**src/rtl/wc_fifo_pkg.sv**
```systemverilog
package wc_fifo_pkg;
  // Accept strobes passed from control to datapath
  typedef struct packed {
    logic wrAccept;
    logic rdAccept;
  } fifoStrobe_t;
endpackage

```
**src/rtl/wc_fifo_ctrl.sv**
```systemverilog
module wc_fifo_ctrl
  import wc_fifo_pkg::*;
#(
  parameter int UNITS    = 16,
  parameter int WR_RATIO = 1,
  parameter int RD_RATIO = 2,
  parameter int PTR_W    = $clog2(UNITS),
  parameter int CNT_W    = $clog2(UNITS + 1)
) (
  input  logic             clk,
  input  logic             rstN,
  input  logic             wrEn,
  input  logic             rdEn,
  output fifoStrobe_t      strb,
  output logic [PTR_W-1:0] wrPtr,
  output logic [PTR_W-1:0] rdPtr,
  output logic             full,
  output logic             empty,
  output logic             overflow,
  output logic             underflow
);
  localparam logic [CNT_W-1:0] FULL_LIMIT  = CNT_W'(UNITS - WR_RATIO);
  localparam logic [CNT_W-1:0] EMPTY_LIMIT = CNT_W'(RD_RATIO);

  logic [CNT_W-1:0] unitCount;
  logic [CNT_W-1:0] countNext;
  logic [PTR_W:0]   wrSum;
  logic [PTR_W:0]   rdSum;
  logic [PTR_W-1:0] wrPtrNext;
  logic [PTR_W-1:0] rdPtrNext;

  // Flags judged in whole words of each side
  assign full  = unitCount > FULL_LIMIT;
  assign empty = unitCount < EMPTY_LIMIT;

  assign strb.wrAccept = wrEn && !full;
  assign strb.rdAccept = rdEn && !empty;

  always_comb begin
    wrSum = {1'b0, wrPtr} + (PTR_W+1)'(WR_RATIO);
    rdSum = {1'b0, rdPtr} + (PTR_W+1)'(RD_RATIO);
    wrPtrNext = (wrSum >= (PTR_W+1)'(UNITS)) ? PTR_W'(wrSum - (PTR_W+1)'(UNITS)) : PTR_W'(wrSum);
    rdPtrNext = (rdSum >= (PTR_W+1)'(UNITS)) ? PTR_W'(rdSum - (PTR_W+1)'(UNITS)) : PTR_W'(rdSum);
    countNext = unitCount;
    if (strb.wrAccept) countNext = countNext + CNT_W'(WR_RATIO);
    if (strb.rdAccept) countNext = countNext - CNT_W'(RD_RATIO);
  end

  always_ff @(posedge clk or negedge rstN) begin
    if (!rstN) begin
      unitCount <= '0;
      wrPtr     <= '0;
      rdPtr     <= '0;
      overflow  <= 1'b0;
      underflow <= 1'b0;
    end else begin
      unitCount <= countNext;
      if (strb.wrAccept) wrPtr <= wrPtrNext;
      if (strb.rdAccept) rdPtr <= rdPtrNext;
      overflow  <= wrEn && full;
      underflow <= rdEn && empty;
    end
  end
endmodule

```
**src/rtl/wc_fifo_data.sv**
```systemverilog
module wc_fifo_data
  import wc_fifo_pkg::*;
#(
  parameter int UNITS    = 16,
  parameter int NW       = 4,
  parameter int WR_RATIO = 1,
  parameter int RD_RATIO = 2,
  parameter int PTR_W    = $clog2(UNITS)
) (
  input  logic                     clk,
  input  logic                     rstN,
  input  fifoStrobe_t              strb,
  input  logic [PTR_W-1:0]         wrPtr,
  input  logic [PTR_W-1:0]         rdPtr,
  input  logic [WR_RATIO*NW-1:0]   wrData,
  output logic [RD_RATIO*NW-1:0]   rdData,
  output logic                     rdValid
);
  logic [NW-1:0] unitMem [UNITS];
  logic [RD_RATIO*NW-1:0] rdGather;

  // Lane i of a write goes to unit wrPtr+i: least significant first
  always_ff @(posedge clk) begin
    if (strb.wrAccept) begin
      for (int i = 0; i < WR_RATIO; i++) begin
        unitMem[wrPtr + PTR_W'(i)] <= wrData[i*NW +: NW];
      end
    end
  end

  always_comb begin
    for (int i = 0; i < RD_RATIO; i++) begin
      rdGather[i*NW +: NW] = unitMem[rdPtr + PTR_W'(i)];
    end
  end

  always_ff @(posedge clk or negedge rstN) begin
    if (!rstN) begin
      rdData  <= '0;
      rdValid <= 1'b0;
    end else begin
      rdValid <= strb.rdAccept;
      if (strb.rdAccept) rdData <= rdGather;
    end
  end
endmodule

```
**src/rtl/wc_fifo.sv**
```systemverilog
module wc_fifo
  import wc_fifo_pkg::*;
#(
  parameter int WR_W  = 4,
  parameter int RD_W  = 8,
  parameter int UNITS = 16
) (
  input  logic            clk,
  input  logic            rstN,
  input  logic            wrEn,
  input  logic [WR_W-1:0] wrData,
  input  logic            rdEn,
  output logic [RD_W-1:0] rdData,
  output logic            rdValid,
  output logic            full,
  output logic            empty,
  output logic            overflow,
  output logic            underflow
);
  localparam int NW       = (WR_W < RD_W) ? WR_W : RD_W;
  localparam int WR_RATIO = WR_W / NW;
  localparam int RD_RATIO = RD_W / NW;
  localparam int PTR_W    = $clog2(UNITS);
  localparam int CNT_W    = $clog2(UNITS + 1);

  fifoStrobe_t      strb;
  logic [PTR_W-1:0] wrPtr;
  logic [PTR_W-1:0] rdPtr;

  wc_fifo_ctrl #(
    .UNITS(UNITS), .WR_RATIO(WR_RATIO), .RD_RATIO(RD_RATIO),
    .PTR_W(PTR_W), .CNT_W(CNT_W)
  ) ctrl_i (
    .clk(clk), .rstN(rstN), .wrEn(wrEn), .rdEn(rdEn), .strb(strb),
    .wrPtr(wrPtr), .rdPtr(rdPtr), .full(full), .empty(empty),
    .overflow(overflow), .underflow(underflow)
  );

  wc_fifo_data #(
    .UNITS(UNITS), .NW(NW), .WR_RATIO(WR_RATIO), .RD_RATIO(RD_RATIO),
    .PTR_W(PTR_W)
  ) data_i (
    .clk(clk), .rstN(rstN), .strb(strb), .wrPtr(wrPtr), .rdPtr(rdPtr),
    .wrData(wrData), .rdData(rdData), .rdValid(rdValid)
  );
endmodule

```
**config.mk**
```make
export PLATFORM = sky130hd
export DESIGN_NAME = wc_fifo
export DESIGN_NICKNAME = d
export VERILOG_FILES = /design/src/rtl/wc_fifo_pkg.sv /design/src/rtl/wc_fifo_ctrl.sv /design/src/rtl/wc_fifo_data.sv /design/src/rtl/wc_fifo.sv
export SDC_FILE = /design/constraint.sdc
export NUM_CORES = 1
export LEC_CHECK = 0
export BUFFER_PORTS_ARGS = -buffer_cell sky130_fd_sc_hd__buf_2
export CAP_MARGIN = 0
export CORE_MARGIN = 2
export CORE_UTILIZATION = 39
export DETAILED_ROUTE_END_ITERATION = 10
export HOLD_SLACK_MARGIN = 0.05
export SLEW_MARGIN = 20
export SYNTH_ARGS = -nofsm -noshare
export SYNTH_HDL_FRONTEND = slang
export SYNTH_SLANG_ARGS = --single-unit
```
**constraint.sdc**
```tcl
create_clock -name clk -period 2.6 [get_ports clk]
set_input_delay 0.52 -clock clk [delete_from_list [all_inputs] [get_ports clk]]
set_output_delay 0.52 -clock clk [all_outputs]
set_load 0.05 [all_outputs]
```
* After elaboration in Yosys (flattened, before gate mapping)
Memory sizes are Yosys's and may differ from the RTL's. A register that Yosys moved wholly into a read port is not among the register bits. Cells that the tools add are included.
Storage, ports and cells: register bits 16, bits in writable memories 64, input port bits 8, output and inout bits 13, logic and storage cells 32, memories 1
Memories:
- data_i.unitMem | depth 16, width 4, read ports 2, clocked after memory_dff 2, wr ports 1, RTL line wc_fifo_data.sv:19 | logic [NW-1:0] unitMem [UNITS];
Operators by class: add/subtract/negate cells 7, $lt $le $gt $ge 4, muxes and demuxes 6, reductions and logical operators 8
Operator list (count):
- 5-bit >= comparator (second input constant) | 2
- 5-bit two-way mux | 2
- 4-bit two-way mux | 2
- 4-bit by 1-bit subtractor with 4-bit output (second input constant) | 2
- 4-bit by 1-bit adder with 5-bit output (second input constant) | 1
- 4-bit by 2-bit adder with 5-bit output (second input constant) | 1
- 5-bit by 1-bit adder with 5-bit output (second input constant) | 1
- 5-bit by 4-bit greater-than comparator with 1-bit output (second input constant) | 1
- 5-bit by 2-bit less-than comparator with 1-bit output (second input constant) | 1
- 5-bit by 2-bit subtractor with 5-bit output (second input constant) | 1
- 4-bit by 1-bit adder with 4-bit output (second input constant) | 1
- 1-bit logical AND | 4
- 1-bit zero test | 4
- 1-bit two-way mux | 2

* Depth between registers and ports, before layout
depth in word-level cells 6, mapped depth 8, mapped depth without buffers 8

* Hierarchy
From an unflattened synthesis, not the netlist that was laid out.
Unflattened totals: cells, all modules 269, area, all modules 4211.5 um2
By module, submodules not included:
- wc_fifo_data | instances 1, cells an instance 208, area an instance 3487.1 um2, sequential area each 2147.1 um2
- wc_fifo_ctrl | instances 1, cells an instance 61, area an instance 724.4 um2, sequential area each 350.3 um2

* Least setup slack after synthesis
Ideal clock, no wire load.
path kind register to register, from register ctrl_i.unitCount[4], to register data_i.rdData[0], read port of data_i.unitMem, setup time 0.083 ns, arrival 2.737 ns, slack -0.220 ns, cell stages (with the launch flop) 7, clock period less this slack 2.820 ns, path through dfrtp_1 > nor4_1 > nand2b_1 > buf_4 > buf_4 > nand2_1 > o21ai_0
On the way: longest elaborated chain between the ends 3
Ends and longest elaborated chain:
- from (decl) | RTL line wc_fifo_ctrl.sv:25 | logic [CNT_W-1:0] unitCount;
- from (signal assigned) | RTL line wc_fifo_ctrl.sv:57 | unitCount <= countNext;
- 5-bit by 2-bit less-than comparator with 1-bit output | RTL line wc_fifo_ctrl.sv:34 | assign empty = unitCount < EMPTY_LIMIT;
- net empty | RTL line wc_fifo.sv:16 | output logic empty,
- 1-bit zero test | RTL line wc_fifo_ctrl.sv:37 | assign strb.rdAccept = rdEn && !empty;
- 1-bit logical AND | RTL line wc_fifo_ctrl.sv:37
- to (decl) | RTL line wc_fifo_data.sv:16 | output logic [RD_RATIO*NW-1:0] rdData,
The timed path passes the listed nets, and every way through them passes these cells. A chain may end at the register's enable or synchronous reset.

* Final worst setup path
from register ctrl_i.unitCount[1], to output port full
On the way: longest elaborated chain between the ends 1
Ends and longest elaborated chain:
- 5-bit by 4-bit greater-than comparator with 1-bit output | RTL line wc_fifo_ctrl.sv:33 | assign full = unitCount > FULL_LIMIT;
- to (decl) | RTL line wc_fifo.sv:15 | output logic full,
No other way between the ends.

==> out/results.ini <==
[worst_setup_path]
critPathKind = reg -> out
crit_path_max_incr_delay_ns = 0.45
crit_top_cell = ha_1
cp.arrival_ns = 1.94
cp-end-kind = primary output
slowest_stage = dfrtp_1
reg2reg_to = data_i.unitMem[5][2]
worstPathRequired_ns = 2.08
crit_start = ctrl_i.unitCount[1]
r2r_start = ctrl_i.unitCount[1]
rr_worst_depth = 6
endpoint = full
r2r_slack_ns = 0.30
cp_cell_sequence = ha_1 -> and3_2 -> ha_1 -> nor2_1 -> buf_2
start_kind = register
critical_path_buf_inv_count = 1
cp_max_fo = 5
path_depth = 5
critical-path-top-delay-family = adder cells

[clocking]
path_clk_slew_ns = 0.09
cts_setup_buffers = 0
cts_resized = 0
clk_latency_ns = 0.35
cts_buffers = 9
cts_tree = built
clockRootBuffer = clkbuf_8
cts_hold_buffers = 0
cts_buffer_depth = 2
cts-htree-levels = 3
cts.sinks = 87

[die]
io_pins = 21
initial_core_util = 0.404
die_area_mm2 = 0.00991
core_region_area_mm2 = 0.00881
placementRows = 34
die_w_um = 99.5
die_h_um = 99.5

[sta]
fin_crit_sh = 0.946
tightest_slew_ns = 0.833
rsz0062_at_grt = false
max_freq_ghz = 0.407
slew_headroom = 0.445
min_period_ns = 2.46
finClkSkew_ns = 0.00795
final_max_slew_viol_count = 0
finalSetupViolCount = 0
final.setup.tns_ns = 0
setup_ws_ns = 0.141
hold_violations = 0

[drt]
first_iter_violations = 93
viasPerCell = 5.05
drcViolationCount = 0
wl_per_cell_um = 18.2
dr.pass1.iters = 4
routed_wl_um = 6290
antenna_left = 0
num_vias = 1742

[global_routing]
grt_pass1_vias = 1793
grt_pass1_wl_um = 10100
grt_usage = 0.139
antenna_found_initial = 0
grt_max_degree = 24
grt-ovfl-total = 0

[logic_synthesis]
synthesis.area_mm2 = 0.00356
syn_nets = 221
synth_edf_count = 64
seq_area_frac_synth = 0.702
yosysWarnings = 0
yosysTopAreaCellShare = 0.540
synthArstFlopShare = 0.264
synthFlopType = edfxtp_1
synth.area.top_cells = edfxtp_1 (54%), dfrtp_1 (16%), mux4_2 (10%), ha_1 (2.8%), mux2i_1 (2.8%)
ys_ff_latch = 87
netlist_instances = 205
syn-mean-instance-area_um2 = 17.4
synth_area_leader_cell = edfxtp_1
yosysUniqueCellTypes = 29

[final_layout]
n_antenna_cell = 0
num-fill-cells = 754
final_cell_mix = edfxtp_1 (64), dfrtp_1 (23), buf_2 (20)
layout-drive-gt1-share = 0.253
ff_latch_area_mm2 = 0.00250
nets = 248
area_delta_synth_final_pct = 12.1
multi_input_area_mm2 = 0.00100
final_common_cell = edfxtp_1

[place]
dp_worst_setup_slack_ns = 0.288
place_congestion = 0.723
place_hpwl_um = 4170
numPortBuffers = 20

[pwr]
peakVddDrop_mv = 0.362
p_per_area_mw_per_mm2 = 1110
leakagePower_nw = 1.45

[flow_run]
maxCapViolations = 0

[hold_path]
hold_class = in -> async

[status]
run_status = completed

==> how the worst min path moves through the flow <==
stage / from / end / slack, ns / cells past startpoint
finish: rstN / data_i.rdData[6] / 0.15 / 1
global route: rstN / data_i.rdData[6] / 0.17 / 1
CTS: rstN / data_i.rdData[6] / 0.17 / 1
detailed placement: data_i.rdData[2] / data_i.rdData[2] / 0.47 / 2
global placement: data_i.rdData[1] / data_i.rdData[1] / 0.46 / 2
floorplan: rstN / ctrl_i.overflow / 0.22 / 0
==> layout make-up <==
| class | count | area share |
|---|---|---|
| sequential | 87 | 0.626 |
| inverter | 5 | 0.00470 |
| clock inverter | 6 | 0.0169 |
| timing repair buffer | 24 | 0.0326 |
| tap | 108 | 0.0339 |
| clock buffer | 10 | 0.0345 |
| multi-input combinational | 105 | 0.251 |
==> layer usage <==
metal,vias to the layer above,wire [µm],global-route usage
met3,6,174,0.0358
met2,27,3170,0.226
met1,878,2880,0.185
met5,-,0,0
li1,831,-,-
met4,0,70,0.0474
==> flip-flops by register name, summed over array words and instances, names as in the netlist <==
signal / count
ctrl_i.overflow: 1
ctrl_i.underflow: 1
ctrl_i.unitCount: 5
data_i.unitMem: 64
ctrl_i.wrPtr: 4
data_i.rdData: 8
data_i.rdValid: 1
ctrl_i.rdPtr: 3
==> cells in the mapped netlist (all sizes together), types with 3 or more instances <==
cell type / n
edfxtp: 64
dfrtp: 23
nand2: 17
mux4: 16
and2: 14
o21ai: 11
mux2i: 10
ha: 8
xnor2: 8
buf: 6
inv: 5
and4: 4
nand4: 3
==> per-stage QoR <==
step                      hold slack (ns)   util  cell area (µm²)  power, mW  instances
after floorplan                     0.224      -             3570       3.15        205
after global placement              0.460  0.430             3780       3.51        329
after detailed placement            0.472  0.430             3780       3.53        329
after CTS                           0.169  0.453             3990       4.49        345
after global routing                0.173  0.453             3990       4.70        345
final                               0.153  0.453             3990       4.42        345
==> cell families (layout without fill, tap and decap cells) <==
logic type / Yosys count / in the layout / synth area share
DFF: 87 / 87 / 0.702
and+or+nand+nor: 46 / 46 / 0.0717
muxes: 26 / 26 / 0.129
AOI/OAI and AO/OA: 15 / 15 / 0.0264
buffers and inverters: 13 / 45 / 0.0183
xor gates and xnor gates: 10 / 10 / 0.0246
adders and majority gates: 8 / 8 / 0.0281
==> where the power goes <==
group | switching [mW] | internal, mW
clock | 0.483 | 0.475
combinational | 0.839 | 0.607
sequential | 0.273 | 1.74
total | 1.60 | 2.82
Power figures use the tool's default switching activity.
